===== src/rtl/swad_pkg.sv =====
package swad_pkg;

  localparam int unsigned SEL_W = 2;

  // Maps a window select code to log2 of the window length; codes at or
  // beyond the last size saturate to the largest window.
  function automatic int unsigned win_log2(input logic [SEL_W-1:0] sel,
                                           input int unsigned     min_log2,
                                           input int unsigned     num_sizes);
    int unsigned code;
    code = {30'd0, sel};
    if (code >= num_sizes - 1) return min_log2 + num_sizes - 1;
    return min_log2 + code;
  endfunction

endpackage


===== src/rtl/swad_rst_sync.sv =====
module swad_rst_sync (
  input  logic clk_i,
  input  logic rst_ni,
  output logic rst_sync_no
);

  logic meta_q, sync_q;

  always_ff @(posedge clk_i or negedge rst_ni) begin
    if (!rst_ni) begin
      meta_q <= 1'b0;
      sync_q <= 1'b0;
    end else begin
      meta_q <= 1'b1;
      sync_q <= meta_q;
    end
  end

  assign rst_sync_no = sync_q;

endmodule


===== src/rtl/swad_history.sv =====
module swad_history #(
  parameter int unsigned MAG_W     = 16,
  parameter int unsigned MAX_DEPTH = 128,
  parameter int unsigned LOG2_W    = 3
) (
  input  logic              clk_i,
  input  logic              rst_ni,
  input  logic              clear_i,
  input  logic              push_i,
  input  logic [MAG_W-1:0]  mag_i,
  input  logic [LOG2_W-1:0] win_log2_i,
  output logic [MAG_W-1:0]  oldest_o,
  output logic              full_o
);

  localparam int unsigned PTR_W = $clog2(MAX_DEPTH);
  localparam int unsigned CNT_W = PTR_W + 1;

  logic [MAG_W-1:0] mem_q [MAX_DEPTH];
  logic [PTR_W-1:0] wr_q, wr_d;
  logic [CNT_W-1:0] fill_q, fill_d;
  logic [CNT_W-1:0] win_len;
  logic [PTR_W-1:0] rd_idx;
  logic             wr_en;

  always_comb begin
    win_len  = CNT_W'(1) << win_log2_i;
    full_o   = (fill_q == win_len);
    // Entry written N pushes ago; for the largest window this wraps to wr_q.
    rd_idx   = wr_q - win_len[PTR_W-1:0];
    oldest_o = full_o ? mem_q[rd_idx] : '0;
    wr_en    = push_i && !clear_i;
  end

  always_comb begin
    wr_d   = wr_q;
    fill_d = fill_q;
    if (clear_i) begin
      wr_d   = '0;
      fill_d = '0;
    end else if (push_i) begin
      wr_d   = wr_q + PTR_W'(1);
      fill_d = full_o ? fill_q : fill_q + CNT_W'(1);
    end
  end

  always_ff @(posedge clk_i or negedge rst_ni) begin
    if (!rst_ni) begin
      wr_q   <= '0;
      fill_q <= '0;
    end else begin
      wr_q   <= wr_d;
      fill_q <= fill_d;
    end
  end

  // Storage carries no reset: stale entries are masked by the fill count.
  always_ff @(posedge clk_i) begin
    if (wr_en) mem_q[wr_q] <= mag_i;
  end


  fill_bound_chk: assert property (@(posedge clk_i) disable iff (!rst_ni)
    !clear_i |-> (fill_q <= win_len));

endmodule


===== src/rtl/swad_accum.sv =====
module swad_accum #(
  parameter int unsigned MAG_W = 16,
  parameter int unsigned ACC_W = 23
) (
  input  logic             clk_i,
  input  logic             rst_ni,
  input  logic             clear_i,
  input  logic             push_i,
  input  logic [MAG_W-1:0] mag_in_i,
  input  logic [MAG_W-1:0] mag_out_i,
  output logic [ACC_W-1:0] sum_o
);

  logic [ACC_W-1:0] sum_q, sum_d;

  always_comb begin
    sum_d = sum_q;
    if (clear_i)     sum_d = '0;
    else if (push_i) sum_d = sum_q + ACC_W'(mag_in_i) - ACC_W'(mag_out_i);
  end

  always_ff @(posedge clk_i or negedge rst_ni) begin
    if (!rst_ni) sum_q <= '0;
    else         sum_q <= sum_d;
  end

  assign sum_o = sum_q;


  idle_hold_chk: assert property (@(posedge clk_i) disable iff (!rst_ni)
    (!push_i && !clear_i) |=> $stable(sum_o));

endmodule


===== src/rtl/swad_compare.sv =====
module swad_compare #(
  parameter int unsigned MAG_W    = 16,
  parameter int unsigned ACC_W    = 23,
  parameter int unsigned THRESH_W = 16,
  parameter int unsigned LOG2_W   = 3
) (
  input  logic                clk_i,
  input  logic                rst_ni,
  input  logic                clear_i,
  input  logic                full_i,
  input  logic [ACC_W-1:0]    sum_i,
  input  logic [LOG2_W-1:0]   win_log2_i,
  input  logic [THRESH_W-1:0] thresh_i,
  output logic                trig_o
);

  localparam logic [ACC_W-1:0] MAG_PEAK = ACC_W'(1) << (MAG_W - 1);

  logic [ACC_W-1:0] avg;
  logic             trig_d, trig_q;

  always_comb begin
    avg    = sum_i >> win_log2_i;
    trig_d = !clear_i && full_i && (avg > ACC_W'(thresh_i));
  end

  always_ff @(posedge clk_i or negedge rst_ni) begin
    if (!rst_ni) trig_q <= 1'b0;
    else         trig_q <= trig_d;
  end

  assign trig_o = trig_q;


  avg_range_chk: assert property (@(posedge clk_i) disable iff (!rst_ni)
    full_i |-> (avg <= MAG_PEAK));


  trig_full_chk: assert property (@(posedge clk_i) disable iff (!rst_ni)
    trig_o |-> $past(full_i));

endmodule


===== src/rtl/swad_detector.sv =====
module swad_detector #(
  parameter int unsigned SAMPLE_W  = 16,
  parameter int unsigned THRESH_W  = 16,
  parameter int unsigned MIN_LOG2  = 5,
  parameter int unsigned NUM_SIZES = 3
) (
  input  logic                         clk_i,
  input  logic                         rst_ni,
  input  logic                         sample_valid_i,
  input  logic [SAMPLE_W-1:0]          sample_i,
  input  logic [swad_pkg::SEL_W-1:0]   win_sel_i,
  input  logic [THRESH_W-1:0]          thresh_i,
  output logic                         trig_o
);

  localparam int unsigned MAX_LOG2  = MIN_LOG2 + NUM_SIZES - 1;
  localparam int unsigned MAX_DEPTH = 1 << MAX_LOG2;
  localparam int unsigned LOG2_W    = $clog2(MAX_LOG2 + 1);
  localparam int unsigned MAG_W     = SAMPLE_W;
  localparam int unsigned ACC_W     = MAG_W + MAX_LOG2;

  logic                       rst_n;
  logic [swad_pkg::SEL_W-1:0] sel_q;
  logic                       win_chg, push;
  logic [LOG2_W-1:0]          win_log2;
  logic [MAG_W-1:0]           mag, oldest;
  logic                       full;
  logic [ACC_W-1:0]           sum;

  swad_rst_sync u_rst_sync (
    .clk_i       (clk_i),
    .rst_ni      (rst_ni),
    .rst_sync_no (rst_n)
  );

  always_comb begin
    win_chg  = (win_sel_i != sel_q);
    push     = sample_valid_i && !win_chg;
    win_log2 = LOG2_W'(swad_pkg::win_log2(win_sel_i, MIN_LOG2, NUM_SIZES));
    // Two's-complement absolute value; the most negative code maps to 2^(W-1).
    mag      = sample_i[SAMPLE_W-1] ? (~sample_i + MAG_W'(1)) : sample_i;
  end

  always_ff @(posedge clk_i or negedge rst_n) begin
    if (!rst_n) sel_q <= '0;
    else        sel_q <= win_sel_i;
  end

  swad_history #(
    .MAG_W     (MAG_W),
    .MAX_DEPTH (MAX_DEPTH),
    .LOG2_W    (LOG2_W)
  ) u_history (
    .clk_i      (clk_i),
    .rst_ni     (rst_n),
    .clear_i    (win_chg),
    .push_i     (push),
    .mag_i      (mag),
    .win_log2_i (win_log2),
    .oldest_o   (oldest),
    .full_o     (full)
  );

  swad_accum #(
    .MAG_W (MAG_W),
    .ACC_W (ACC_W)
  ) u_accum (
    .clk_i     (clk_i),
    .rst_ni    (rst_n),
    .clear_i   (win_chg),
    .push_i    (push),
    .mag_in_i  (mag),
    .mag_out_i (oldest),
    .sum_o     (sum)
  );

  swad_compare #(
    .MAG_W    (MAG_W),
    .ACC_W    (ACC_W),
    .THRESH_W (THRESH_W),
    .LOG2_W   (LOG2_W)
  ) u_compare (
    .clk_i      (clk_i),
    .rst_ni     (rst_n),
    .clear_i    (win_chg),
    .full_i     (full),
    .sum_i      (sum),
    .win_log2_i (win_log2),
    .thresh_i   (thresh_i),
    .trig_o     (trig_o)
  );


  sel_change_quiet_chk: assert property (@(posedge clk_i) disable iff (!rst_n)
    win_chg |=> !trig_o);

endmodule


===== config.mk =====
export PLATFORM = sky130hd
export DESIGN_NAME = swad_detector
export DESIGN_NICKNAME = d
export VERILOG_FILES = /design/src/rtl/swad_pkg.sv /design/src/rtl/swad_rst_sync.sv /design/src/rtl/swad_history.sv /design/src/rtl/swad_accum.sv /design/src/rtl/swad_compare.sv /design/src/rtl/swad_detector.sv
export SDC_FILE = /design/constraint.sdc
export NUM_CORES = 2
export LEC_CHECK = 0
export BUFFER_PORTS_ARGS = -buffer_cell sky130_fd_sc_hd__buf_2
export CAP_MARGIN = 20
export CORE_ASPECT_RATIO = 0.5
export CORE_MARGIN = 2
export CORE_UTILIZATION = 45
export DETAILED_ROUTE_END_ITERATION = 10
export PLACE_DENSITY = 0.6
export SKIP_LAST_GASP = 1
export SYNTH_ARGS = -nofsm -noshare
export SYNTH_HDL_FRONTEND = slang
export SYNTH_SLANG_ARGS = --single-unit

===== constraint.sdc =====
create_clock -name clk_i -period 2.5 [get_ports clk_i]
set_clock_uncertainty 0.05 [all_clocks]
set_input_delay 0 -clock clk_i [delete_from_list [all_inputs] [get_ports clk_i]]
set_output_delay 0 -clock clk_i [all_outputs]
set_load 0.01 [all_outputs]

==> qor.txt <==
DR WL met3 - 25.4 mm
Num ports - 38
Failing checks - negative setup slack
Net switching power - 0.0193 W
HP Class - input port to register
RSZ-0062 raised after global routing - true
Cts bufs inserted - 192
Cell Area, Placed - 92800 sq um
Vias per std cell - 6.03
Final non-filler cell total - 7014
Routed met2 length - 97.2 mm
Clock Path Buffers - 4
Area share of the largest cell type after synthesis - 74.1%
Launching point of the worst reg2reg path - u_history.wr_q[1]$_DFFE_PN0P_
First-pass GRT wire length - 312 mm
Hold slack - 58.4 ps
Synth cell count leaders - edfxtp_1, mux4_2, nor2_1, nand2_1, clkbuf_1
Setup WS post-layout - -3230 ps
Wire length on met1 - 95.7 mm
FMAX - 175 MHz
Placed Cells - 6610
Synth warn - 0
First-pass DRT Iterations - 5
Vias in the first global route - 41874
Height of the chip - 308 um
Global Route Usage Sum - 23.6%
Pwr Density - 797 nW/um^2
Worst skew pair latency - 850 ps
Detailed Route WL - 223 mm
Vias - 42280
CP Class - register to register
CP Capture Type - register
Area leader, netlist - edfxtp_1
Rows - 111
Synthesis-stage register bit count - 2091
Routability cong. - 0.903
Worst Hold Launch - sample_i[5]
Area Growth Syn to Fin - 21.1%
Final min period - 5730 ps
Reg power frac - 48.9%
CTS tree - yes
Main synth FF type - edfxtp_1
Status - complete, but fails checks
Clock root buffer - clkbuf_16
Clock slew at reported path FFs - 70 ps
Synth async-reset ratio - 2.06%
Worst R2R Setup Slack - -3230 ps
1st-iter DRT viols - 5472
Clk sinks - 2091
EDFF count, synth - 2048
Cell internal pwr - 0.0607 W
Clk network pwr share - 35.4%
Crit path DAT - 6370 ps
Cells after Synth - 3756
Gr ovfl total - 0
Top sig layer - met5
Synth area leaders - edfxtp_1, mux4_2, dfrtp_1, nor2_1, nand2_1
Core area - 183000 sq um
Combinational share of power - 15.8%
Number of distinct library cells after synthesis - 58
Worst VDD drop - 0.533 mV
Fin util - 54.9%
Sw Share - 24.1%
I/O Buffers - 37
Initial antenna violation count - 13
Die area - 188000 sq um
Post-DRT Antenna Nets - 0
Slew Limit Fails - 0
WL/cell - 31.8 um
H-tree depth - 4
Final Cycle Share - 229%
Dpl hpwl - 138 mm
Crit path launch type - register
Nets - 4539
Syn avg cell area - 22.1 sq um
Share of cells above drive strength 1 - 38.0%
Final setup fails - 26
Lkg Pwr - 32.3 nW
Largest net degree at the start of global routing - 93
Number of remaining DRC errors - 0
Worst-margin pin slew - 1070 ps
Setup_tns - -64090 ps
Max Cap Viol - 0
Die Span X - 611 um
Final Cell Area - 100000 sq um
CP max FO - 15
Count leader, synth - edfxtp_1
Seq/Total Area, Yosys - 75.4%
Worst EP required - 3150 ps
Rel. slew slack - 28.7%
Syn Std Cell Area - 83000 sq um
Crit. Startpoint - u_history.wr_q[1]$_DFFE_PN0P_
Final Hold Vio Count - 0
Starting density of the core - 45.3%
## logic make-up (layout without fill, tap and decap cells)
family / count (synthesis) / in the layout / synth area share (%)
flops: 2091 / 2091 / 75.4
mux: 675 / 675 / 17.8
simple gates: 481 / 481 / 2.49
buf+inv: 231 / 1049 / 1.43
compound gates: 161 / 161 / 1.21
fa+ha+maj: 67 / 67 / 1.16
xor+xnor: 48 / 48 / 0.516
other cells: 2 / 13 / 0.00905
## per-stage QoR
step	setup WS [ps]	power [W]
after CTS	-3150	0.0799
final	-3230	0.0801
after global placement	-3310	0.0510
after global routing	-3310	0.0826
after detailed placement	-3330	0.0512
after floorplan	-2510	0.0468
## registers in the layout, summed over array words and instances, names as in the netlist
signal	cells
sel_q	2
u_accum.sum_o	23
u_compare.trig_o	1
u_history.fill_q	8
u_history.mem_q	2048
u_history.wr_q	7
u_rst_sync.meta_q	1
u_rst_sync.rst_sync_no	1
## layer usage
layer | global-route usage [%] | vias to the layer above
met2 | 33.7 | 2151
met3 | 7.75 | 284
met1 | 35.1 | 22736
met4 | 5.72 | 6
li1 | - | 17103
met5 | 0 | -
## final timing paths
check | end | cells past startpoint
setup / recovery | u_accum.sum_o[21]$_DFFE_PN0P_ | 21
hold / removal | u_history.mem_q[90][5]$_DFFE_PP_ | 5
setup reg to reg | u_accum.sum_o[21]$_DFFE_PN0P_ | 21
hold reg to reg | u_history.fill_q[0]$_DFFE_PN0P_ | 0
max in group asynchronous | u_accum.sum_o[3]$_DFFE_PN0P_ | 1
min in group asynchronous | u_history.fill_q[0]$_DFFE_PN0P_ | 0
## power by group through the flow
| stage | registers (W) | logic (W) | clock network, W |
|---|---|---|---|
| final | 0.0391 | 0.0126 | 0.0283 |
| after global routing | 0.0391 | 0.0133 | 0.0301 |
| after CTS | 0.0391 | 0.0120 | 0.0288 |
| after detailed placement | 0.0399 | 0.0113 | 0 |
| after global placement | 0.0399 | 0.0111 | 0 |
| after floorplan | 0.0399 | 0.00686 | 0 |
## cell usage in the layout (no fill, tap or decap), drive strengths merged, types with 35 or more instances in the layout
cell type  Yosys  final
a21oi         56     56
buf           83    642
clkbuf       107    244
clkinv         0     90
dfrtp         43     43
edfxtp      2048   2048
ha            50     50
inv           41     42
mux2i         35     35
mux4         640    640
nand2        174    174
nand3         47     47
nor2         184    184
o21ai         40     40
## critical path: stages, from the launching register on
cell and delay [ps]:
dfrtp_2 370, inv_2 50, fa_4 600, buf_12 220, clkbuf_16 230, buf_6 180, mux4_2 300, mux4_2 480
nand2_1 160, nand3_1 140, a32o_1 310, fa_1 500, inv_2 50, ha_4 210, a21o_1 170, a21o_1 170
or3_4 400, a211oi_4 220, nor2_2 90, a311oi_2 330, mux2i_1 250, o31ai_1 100
## final cells by class
type,count,area [sq um]
fill,13528,82700
multi-input combinational,1441,20600
timing repair buffer,668,8240
sequential,2091,62600
clock inverter,107,887
antenna,4,10.0
clock buffer,233,5020
inverter,41,156
tap,2429,3040
## timing repair
| action | CTS | global route |
|---|---|---|
| cloned | 6 | 11 |
| buffers inserted | 11 | 20 |
| endpoints found under the setup margin | 138 | 417 |
| pin swaps | 43 | 34 |
| gates resized for setup | 115 | 108 |
| hold buffers | 14 | 0 |
| hold endpoints to repair | 42 | 0 |
No activity file was read; power rests on OpenSTA's default activity.
